## config.mk

```make
export PLATFORM = sky130hd
export DESIGN_NAME = rls_shifter
export DESIGN_NICKNAME = d
export VERILOG_FILES = /design/src/rtl/rls_pkg.sv /design/src/rtl/rls_gates.sv /design/src/rtl/rls_mirror.sv /design/src/rtl/rls_stage.sv /design/src/rtl/rls_ctrl.sv /design/src/rtl/rls_datapath.sv /design/src/rtl/rls_shifter.sv
export SDC_FILE = /design/constraint.sdc
export NUM_CORES = 1
export LEC_CHECK = 0
export BUFFER_PORTS_ARGS = -buffer_cell sky130_fd_sc_hd__buf_2
export CAP_MARGIN = 20
export CELL_PAD_IN_SITES_DETAIL_PLACEMENT = 1
export CELL_PAD_IN_SITES_GLOBAL_PLACEMENT = 2
export CORE_MARGIN = 3
export CORE_UTILIZATION = 26
export DETAILED_ROUTE_END_ITERATION = 8
export PLACE_DENSITY_LB_ADDON = 0.1
export SLEW_MARGIN = 0
export SYNTH_ARGS = -nofsm -noshare
export SYNTH_HDL_FRONTEND = slang
export SYNTH_SLANG_ARGS = --single-unit
export TNS_END_PERCENT = 1
```

## constraint.sdc

```tcl
create_clock -name vclk -period 7.18
set_clock_uncertainty 0.1 [all_clocks]
set_input_delay 2.154 -clock vclk [all_inputs]
set_output_delay 2.154 -clock vclk [all_outputs]
set_load 0.005 [all_outputs]
```

## src/rtl/rls_pkg.sv

```systemverilog
package rls_pkg;

  // Direction strobes handed from control to datapath
  typedef struct packed {
    logic mirrorIn;   // mirror the word before the right-shift core
    logic mirrorOut;  // mirror the word after the right-shift core
  } dir_strobe_t;

endpackage

```

## src/rtl/rls_gates.sv

```systemverilog
// Controlled swap: when ctl is 1 the two data lines exchange.
module rls_swap_gate (
  input  logic ctl,
  input  logic aIn,
  input  logic bIn,
  output logic pOut,
  output logic qOut,
  output logic rOut
);
  always_comb begin
    pOut = ctl;
    qOut = ctl ? bIn : aIn;
    rOut = ctl ? aIn : bIn;
  end
endmodule

// Copy gate: target XOR source; with a zero target both outputs copy the source.
module rls_copy_gate (
  input  logic aIn,
  input  logic tgtIn,
  output logic pOut,
  output logic qOut
);
  always_comb begin
    pOut = aIn;
    qOut = aIn ^ tgtIn;
  end
endmodule

// AND-style gate: third output is (a AND b) XOR target.
module rls_and_gate (
  input  logic aIn,
  input  logic bIn,
  input  logic tgtIn,
  output logic pOut,
  output logic qOut,
  output logic rOut
);
  always_comb begin
    pOut = aIn;
    qOut = aIn ^ bIn;
    rOut = (aIn & bIn) ^ tgtIn;
  end
endmodule

```

## src/rtl/rls_mirror.sv

```systemverilog
module rls_mirror #(
  parameter int WIDTH = 8,
  localparam int HALF = WIDTH / 2
) (
  input  logic             ctl,
  input  logic [WIDTH-1:0] din,
  output logic [WIDTH-1:0] dout,
  output logic [HALF-1:0]  junk
);
  genvar j;
  generate
    for (j = 0; j < HALF; j++) begin : g_pair
      rls_swap_gate u_swap (
        .ctl (ctl),
        .aIn (din[j]),
        .bIn (din[WIDTH-1-j]),
        .pOut(junk[j]),
        .qOut(dout[j]),
        .rOut(dout[WIDTH-1-j])
      );
    end
    if (WIDTH % 2 == 1) begin : g_mid
      assign dout[HALF] = din[HALF];
    end
  endgenerate
endmodule

```

## src/rtl/rls_stage.sv

```systemverilog
module rls_stage #(
  parameter int WIDTH = 8,
  parameter int STEP  = 1,
  localparam int LANES = WIDTH - STEP
) (
  input  logic               go,
  input  logic               hold,
  input  logic [WIDTH-1:0]   din,
  output logic [WIDTH-1:0]   dout,
  output logic [2*WIDTH-1:0] junk
);
  logic [WIDTH-1:0]    keepBit;
  logic [WIDTH-1:STEP] fwdBit;

  genvar j;
  generate
    // fan-out: bits that also feed a lower lane get a copy
    for (j = 0; j < WIDTH; j++) begin : g_fan
      if (j >= STEP) begin : g_copy
        rls_copy_gate u_copy (
          .aIn  (din[j]),
          .tgtIn(1'b0),
          .pOut (keepBit[j]),
          .qOut (fwdBit[j])
        );
      end else begin : g_direct
        assign keepBit[j] = din[j];
      end
    end
    // lanes that can receive a shifted bit use a selector
    for (j = 0; j < LANES; j++) begin : g_sel
      rls_swap_gate u_sel (
        .ctl (go),
        .aIn (keepBit[j]),
        .bIn (fwdBit[j+STEP]),
        .pOut(junk[2*j]),
        .qOut(dout[j]),
        .rOut(junk[2*j+1])
      );
    end
    // top lanes only keep or clear
    for (j = LANES; j < WIDTH; j++) begin : g_fill
      rls_and_gate u_and (
        .aIn  (keepBit[j]),
        .bIn  (hold),
        .tgtIn(1'b0),
        .pOut (junk[2*j]),
        .qOut (junk[2*j+1]),
        .rOut (dout[j])
      );
    end
  endgenerate
endmodule

```

## src/rtl/rls_ctrl.sv

```systemverilog
module rls_ctrl #(
  parameter int AMT_W = 3
) (
  input  logic                 dirLeft,
  input  logic [AMT_W-1:0]     shiftAmt,
  output rls_pkg::dir_strobe_t dirStb,
  output logic [AMT_W-1:0]     stageGo,
  output logic [AMT_W-1:0]     stageHold
);
  always_comb begin
    dirStb.mirrorIn  = dirLeft;
    dirStb.mirrorOut = dirLeft;
    stageGo          = shiftAmt;
    stageHold        = ~shiftAmt;
  end
endmodule

```

## src/rtl/rls_datapath.sv

```systemverilog
module rls_datapath #(
  parameter int DATA_W = 8,
  parameter int AMT_W  = 3,
  localparam int HALF   = DATA_W / 2,
  localparam int STG_J  = 2 * DATA_W,
  localparam int JUNK_W = 2 * HALF + AMT_W * STG_J
) (
  input  rls_pkg::dir_strobe_t dirStb,
  input  logic [AMT_W-1:0]     stageGo,
  input  logic [AMT_W-1:0]     stageHold,
  input  logic [DATA_W-1:0]    dataIn,
  output logic [DATA_W-1:0]    dataOut,
  output logic [JUNK_W-1:0]    junkOut
);
  logic [DATA_W-1:0]      stageData [AMT_W+1];
  logic [AMT_W*STG_J-1:0] stageJunk;
  logic [HALF-1:0]        inJunk;
  logic [HALF-1:0]        outJunk;

  rls_mirror #(.WIDTH(DATA_W)) u_mirrorIn (
    .ctl (dirStb.mirrorIn),
    .din (dataIn),
    .dout(stageData[0]),
    .junk(inJunk)
  );

  genvar i;
  generate
    for (i = 0; i < AMT_W; i++) begin : g_stage
      rls_stage #(.WIDTH(DATA_W), .STEP(1 << i)) u_stage (
        .go  (stageGo[i]),
        .hold(stageHold[i]),
        .din (stageData[i]),
        .dout(stageData[i+1]),
        .junk(stageJunk[i*STG_J +: STG_J])
      );
    end
  endgenerate

  rls_mirror #(.WIDTH(DATA_W)) u_mirrorOut (
    .ctl (dirStb.mirrorOut),
    .din (stageData[AMT_W]),
    .dout(dataOut),
    .junk(outJunk)
  );

  assign junkOut = {stageJunk, outJunk, inJunk};
endmodule

```

## src/rtl/rls_shifter.sv

```systemverilog
module rls_shifter #(
  parameter int DATA_W = 8,
  parameter int AMT_W  = 3,
  localparam int HALF   = DATA_W / 2,
  localparam int JUNK_W = 2 * HALF + AMT_W * 2 * DATA_W
) (
  input  logic [DATA_W-1:0] dataIn,
  input  logic [AMT_W-1:0]  shiftAmt,
  input  logic              dirLeft,
  output logic [DATA_W-1:0] dataOut,
  output logic [JUNK_W-1:0] junkOut
);
  rls_pkg::dir_strobe_t dirStb;
  logic [AMT_W-1:0]     stageGo;
  logic [AMT_W-1:0]     stageHold;

  rls_ctrl #(.AMT_W(AMT_W)) u_ctrl (
    .dirLeft  (dirLeft),
    .shiftAmt (shiftAmt),
    .dirStb   (dirStb),
    .stageGo  (stageGo),
    .stageHold(stageHold)
  );

  rls_datapath #(.DATA_W(DATA_W), .AMT_W(AMT_W)) u_dp (
    .dirStb   (dirStb),
    .stageGo  (stageGo),
    .stageHold(stageHold),
    .dataIn   (dataIn),
    .dataOut  (dataOut),
    .junkOut  (junkOut)
  );
endmodule

```

==> flow_summary_export.csv, run 1 <==
group,metric,value,unit
layout,nClkBuffers,0,
layout,nNetsFinal,195,
detailed_routing,post_drt_via_cell_ratio,4.51,
power,p_total,0.103,mW
synth,synth_largest_area_cell,"buf_4",
clocking,cts_setup_buffers,0,
sta,setup_viol,0,
sta,slew_headroom,0.668,
worst_setup_path,cp-end-kind,"output port",
worst_setup_path,worstPathMaxFanout,23,
synth,synth_area,0.00134,mm²
detailed_routing,drc,0,
floorplanning,num_io_pins,76,
synth,synthCells,170,
power,p_leak,0.658,nW
global_route,gr-usage-met1,0.157,
floorplanning,row_count,25,
clocking,cts.repair.resized,0,
sta,final_max_slew_viol_count,0,
global_route,grt_pass1_vias,1095,
detailed_routing,drt-initial-drc-count,57,
layout,final_cell_count_no_fill,241,
global_route,grt-busiest-layer,"met2",
layout,drive_gt1_frac,0.580,
layout,seq_area,0,µm²
power,ir_drop,0.0186,mV
synth,postSynthNetCount,189,
synth,synthDistinctLibCells,32,
placed_design,post-dp-hpwl,2.89,mm
hold_path,min_delay_path_depth,3,
hold_path,hold_end,"junkOut[15]",
global_route,grt_max_degree,24,
synth,yosys-top-cells-area,"buf_4, mux2_2, mux4_2",
placed_design,gp_congestion,0.670,
placed_design,dpl-instance-area,0.00127,mm²
layout,fin_area,0.00127,mm²
global_route,antenna_found_initial,0,
floorplanning,core_region_area,0.00485,mm²
sta,fin_ws,855,ps
layout,seq_cell_count,0,
detailed_routing,firstDrtPassIters,4,
floorplanning,die_y,77.8,µm
global_route,gr-total-overflow,0,
synth,yosys.area.top_type_share,0.359,
global_route,grt_use_met2,0.198,
worst_setup_path,critical_path_class,"in2out",
hold_path,hold_path.class,"in2out",
synth,synth_area_per_cell,7.88,µm²
layout,antenna_cells,0,
power,power_density,80.9,mW/mm²
floorplanning,initial_core_util,0.276,
status,status,"finished, final reports clean",
detailed_routing,routed_wl,3.49,mm
synth,yosys_warnings,0,
global_route,gr-usage-all-layers,0.112,
clocking,ctsHoldBuffers,0,
floorplanning,die_w,77.8,µm
layout,fillerInstances,629,
global_route,grt_use_met3,0.00812,
layout,final_common_cell,"buf_2",
layout,fin_util,0.262,
detailed_routing,antenna_left,0,
sta,rsz0062_at_grt,"no",
global_route,grt_pass1_wl,5.78,mm
placed_design,dp.cells,241,
hold_path,worstHoldStart,"dataIn[4]",
sta,post-route-period-util,0.881,
layout,areaGrowthSynthToFinish,-5.14,%
worst_setup_path,critical_path_arrival,4070,ps
sta,holdWs,4550,ps
worst_setup_path,startpoint_type,"input port",
sta,finalHoldViolations,0,
run,drv_cap,0,
layout,mostFrequentLayoutCells,"buf_2, mux2_2, nor2_1, nand2_1, ha_1",
detailed_routing,wl_per_cell,14.5,µm
placed_design,place_ws,855,ps
worst_setup_path,required,4930,ps
sta,layout_min_cycle_time,6320,ps
sta,worst_pin_slew,498,ps
sta,max_freq,158,MHz
sta,setup_tns,0,ps
synth,yosysSeqAreaShare,0,
detailed_routing,vias,1086,
placed_design,place.port_buffers,76,
floorplanning,die_area,0.00605,mm²
metal layers:
layer  share of wire  vias up  routed length (µm)
li1                -      530                   -
met1            0.46      516                1590
met2            0.48       40                1680
met3           0.063        0                 220
met4               0        0                   0
met5               0        -                   0
worst max-delay path by stage:
stage	end	from	cells past startpoint	slack, ps
floorplan	dataOut[2]	shiftAmt[0]	8	1300
global placement	dataOut[1]	shiftAmt[0]	8	940
detailed placement	dataOut[2]	shiftAmt[0]	8	860
CTS	dataOut[2]	shiftAmt[0]	8	850
global route	dataOut[1]	shiftAmt[0]	8	660
finish	dataOut[2]	shiftAmt[0]	8	860
final cells by class:
type / instances / area, µm² / area share
Multi-Input combinational cell: 92 / 776 / 0.611
Timing Repair Buffer: 78 / 395 / 0.311
Tap cell: 67 / 83.8 / 0.0660
Inverter: 4 / 15.0 / 0.0118
critical path: stages:
cell and delay, ps:
buf_2 350, mux2_2 410, mux2_2 300, ha_1 240
nand2_1 110, o21ai_0 90, mux2_2 270, buf_2 130
logic make-up after synthesis:
group | synth area share
buffers and inverters | 0.421
AND/OR/NAND/NOR | 0.106
multiplexers | 0.292
AO/OA/AOI/OAI | 0.110
adder cells (fa/ha/maj) | 0.0654
XOR/XNOR | 0.00654
where the power goes:
group	internal [mW]	leakage [nW]	total [mW]	switching, mW
Combinational	0.0501	0.658	0.103	0.0527
Clock	0	0	0	0
Sequential	0	0	0	0
synth_stat cells (all sizes together):
cell and number:
a2bb2oi 1, a21o 1, nand2 13, o211ai 1
clkinv 1, a21oi 5, o21a 2, a311oi 1
ha 7, o31ai 1, mux2 15, a211oi 1
o21ai 3, nor2 15, and3 1, buf 70
o22ai 2, clkbuf 4, a31oi 3, nand3 2
o2bb2ai 1, mux2i 6, and2 2, xnor2 1
mux4 7, nor3 1, inv 3
No activity file was read; power rests on OpenSTA's default activity.
==> inputs of run 2 (changes only) <==
--- a/config.mk
+++ b/config.mk
@@ -12,7 +12,7 @@
 export CORE_MARGIN = 3
 export CORE_UTILIZATION = 26
 export DETAILED_ROUTE_END_ITERATION = 8
-export PLACE_DENSITY_LB_ADDON = 0.1
+export PLACE_DENSITY = 0.94
 export SLEW_MARGIN = 0
 export SYNTH_ARGS = -nofsm -noshare
 export SYNTH_HDL_FRONTEND = slang
==> run 2 against run 1 <==
- via count shrank 2.9%
- critical path type unchanged
- maximum frequency grew 0.91%
- worst setup slack gained 57 ps
==> flow_summary_export.csv, run 2 (same netlist as run 1, synthesis figures left out) <==
group,metric,value,unit
hold_path,hold_path.class,"in2out",
detailed_routing,post_drt_via_cell_ratio,4.38,
floorplanning,row_count,25,
placed_design,place_ws,908,ps
detailed_routing,vias,1055,
floorplanning,core_region_area,0.00485,mm²
layout,final_common_cell,"buf_2",
floorplanning,die_y,77.8,µm
placed_design,gp_congestion,0.691,
status,status,"finished, final reports clean",
layout,mostFrequentLayoutCells,"buf_2, mux2_2, nor2_1, nand2_1, ha_1",
global_route,antenna_found_initial,0,
power,p_leak,0.658,nW
layout,seq_area,0,µm²
power,ir_drop,0.0206,mV
layout,multiInputGateArea,776,µm²
global_route,grt_pass1_wl,5.42,mm
detailed_routing,drt-initial-drc-count,33,
sta,fin_ws,912,ps
layout,areaGrowthSynthToFinish,-5.14,%
power,p_total,0.102,mW
global_route,grt_pass1_vias,1051,
worst_setup_path,startpoint_type,"input port",
clocking,cts_setup_buffers,0,
worst_setup_path,required,4930,ps
sta,setup_tns,0,ps
floorplanning,num_io_pins,76,
layout,nClkBuffers,0,
sta,post-route-period-util,0.873,
layout,antenna_cells,0,
sta,rsz0062_at_grt,"no",
detailed_routing,wl_per_cell,14.0,µm
sta,setup_viol,0,
worst_setup_path,critical_path_arrival,4010,ps
floorplanning,die_area,0.00605,mm²
sta,final_max_slew_viol_count,0,
layout,drive_gt1_frac,0.580,
sta,max_freq,160,MHz
worst_setup_path,critical_path_class,"in2out",
worst_setup_path,cp-end-kind,"output port",
layout,seq_cell_count,0,
worst_setup_path,worstPathMaxFanout,23,
layout,fillerInstances,614,
detailed_routing,firstDrtPassIters,3,
global_route,gr-usage-all-layers,0.105,
clocking,cts.repair.resized,0,
placed_design,post-dp-hpwl,2.77,mm
layout,nNetsFinal,195,
sta,layout_min_cycle_time,6270,ps
floorplanning,initial_core_util,0.276,
sta,finalHoldViolations,0,
run,drv_cap,0,
global_route,grt_max_degree,24,
sta,worst_pin_slew,514,ps
floorplanning,die_w,77.8,µm
sta,slew_headroom,0.657,
detailed_routing,routed_wl,3.37,mm
detailed_routing,antenna_left,0,
power,power_density,80.7,mW/mm²
detailed_routing,drc,0,
placed_design,place.port_buffers,76,
clocking,ctsHoldBuffers,0,
global_route,gr-total-overflow,0,
## run 2: path summary, 6_finish.rpt
path | from | endpoint | slack [ps] | depth (start not counted)
max | shiftAmt[0] | dataOut[6] | 910 | 8
min | dataIn[3] | junkOut[15] | 4550 | 3
## run 2: power breakdown
group,total [mW],switching (mW),internal [mW]
Clock,0,0,0
Combinational,0.102,0.0522,0.0502
Sequential,0,0,0
## run 2: layout make-up
cell class	instances	share of cell area
inverters	4	0.0118
multi-input cells	92	0.611
well taps	67	0.0660
repair buffers	78	0.311
## run 2: routing by layer
metal / vias up / share of wire / global-route usage
met2: 29 / 0.51 / 0.196
met3: 0 / 0.055 / 0.0139
met4: 0 / 0 / 0
met5: - / 0 / 0
met1: 495 / 0.43 / 0.135
li1: 531 / - / -
## run 2: per-stage QoR
stage               cell area [µm²]  hold WS, ps  cells  utilization
finish                         1270         4550    241        0.262
global route                   1270         4570    241        0.262
CTS                            1270         4550    241        0.262
detailed placement             1270         4550    241        0.262
global placement               1270         4550    241        0.262
floorplan                      1340         4290    170            -
## run 2: worst max-delay path: stages
cell	delay, ps
buf_2	330
mux2_2	410
mux2_2	300
ha_1	240
ha_1	220
o22ai_1	160
a31oi_1	50
buf_2	140
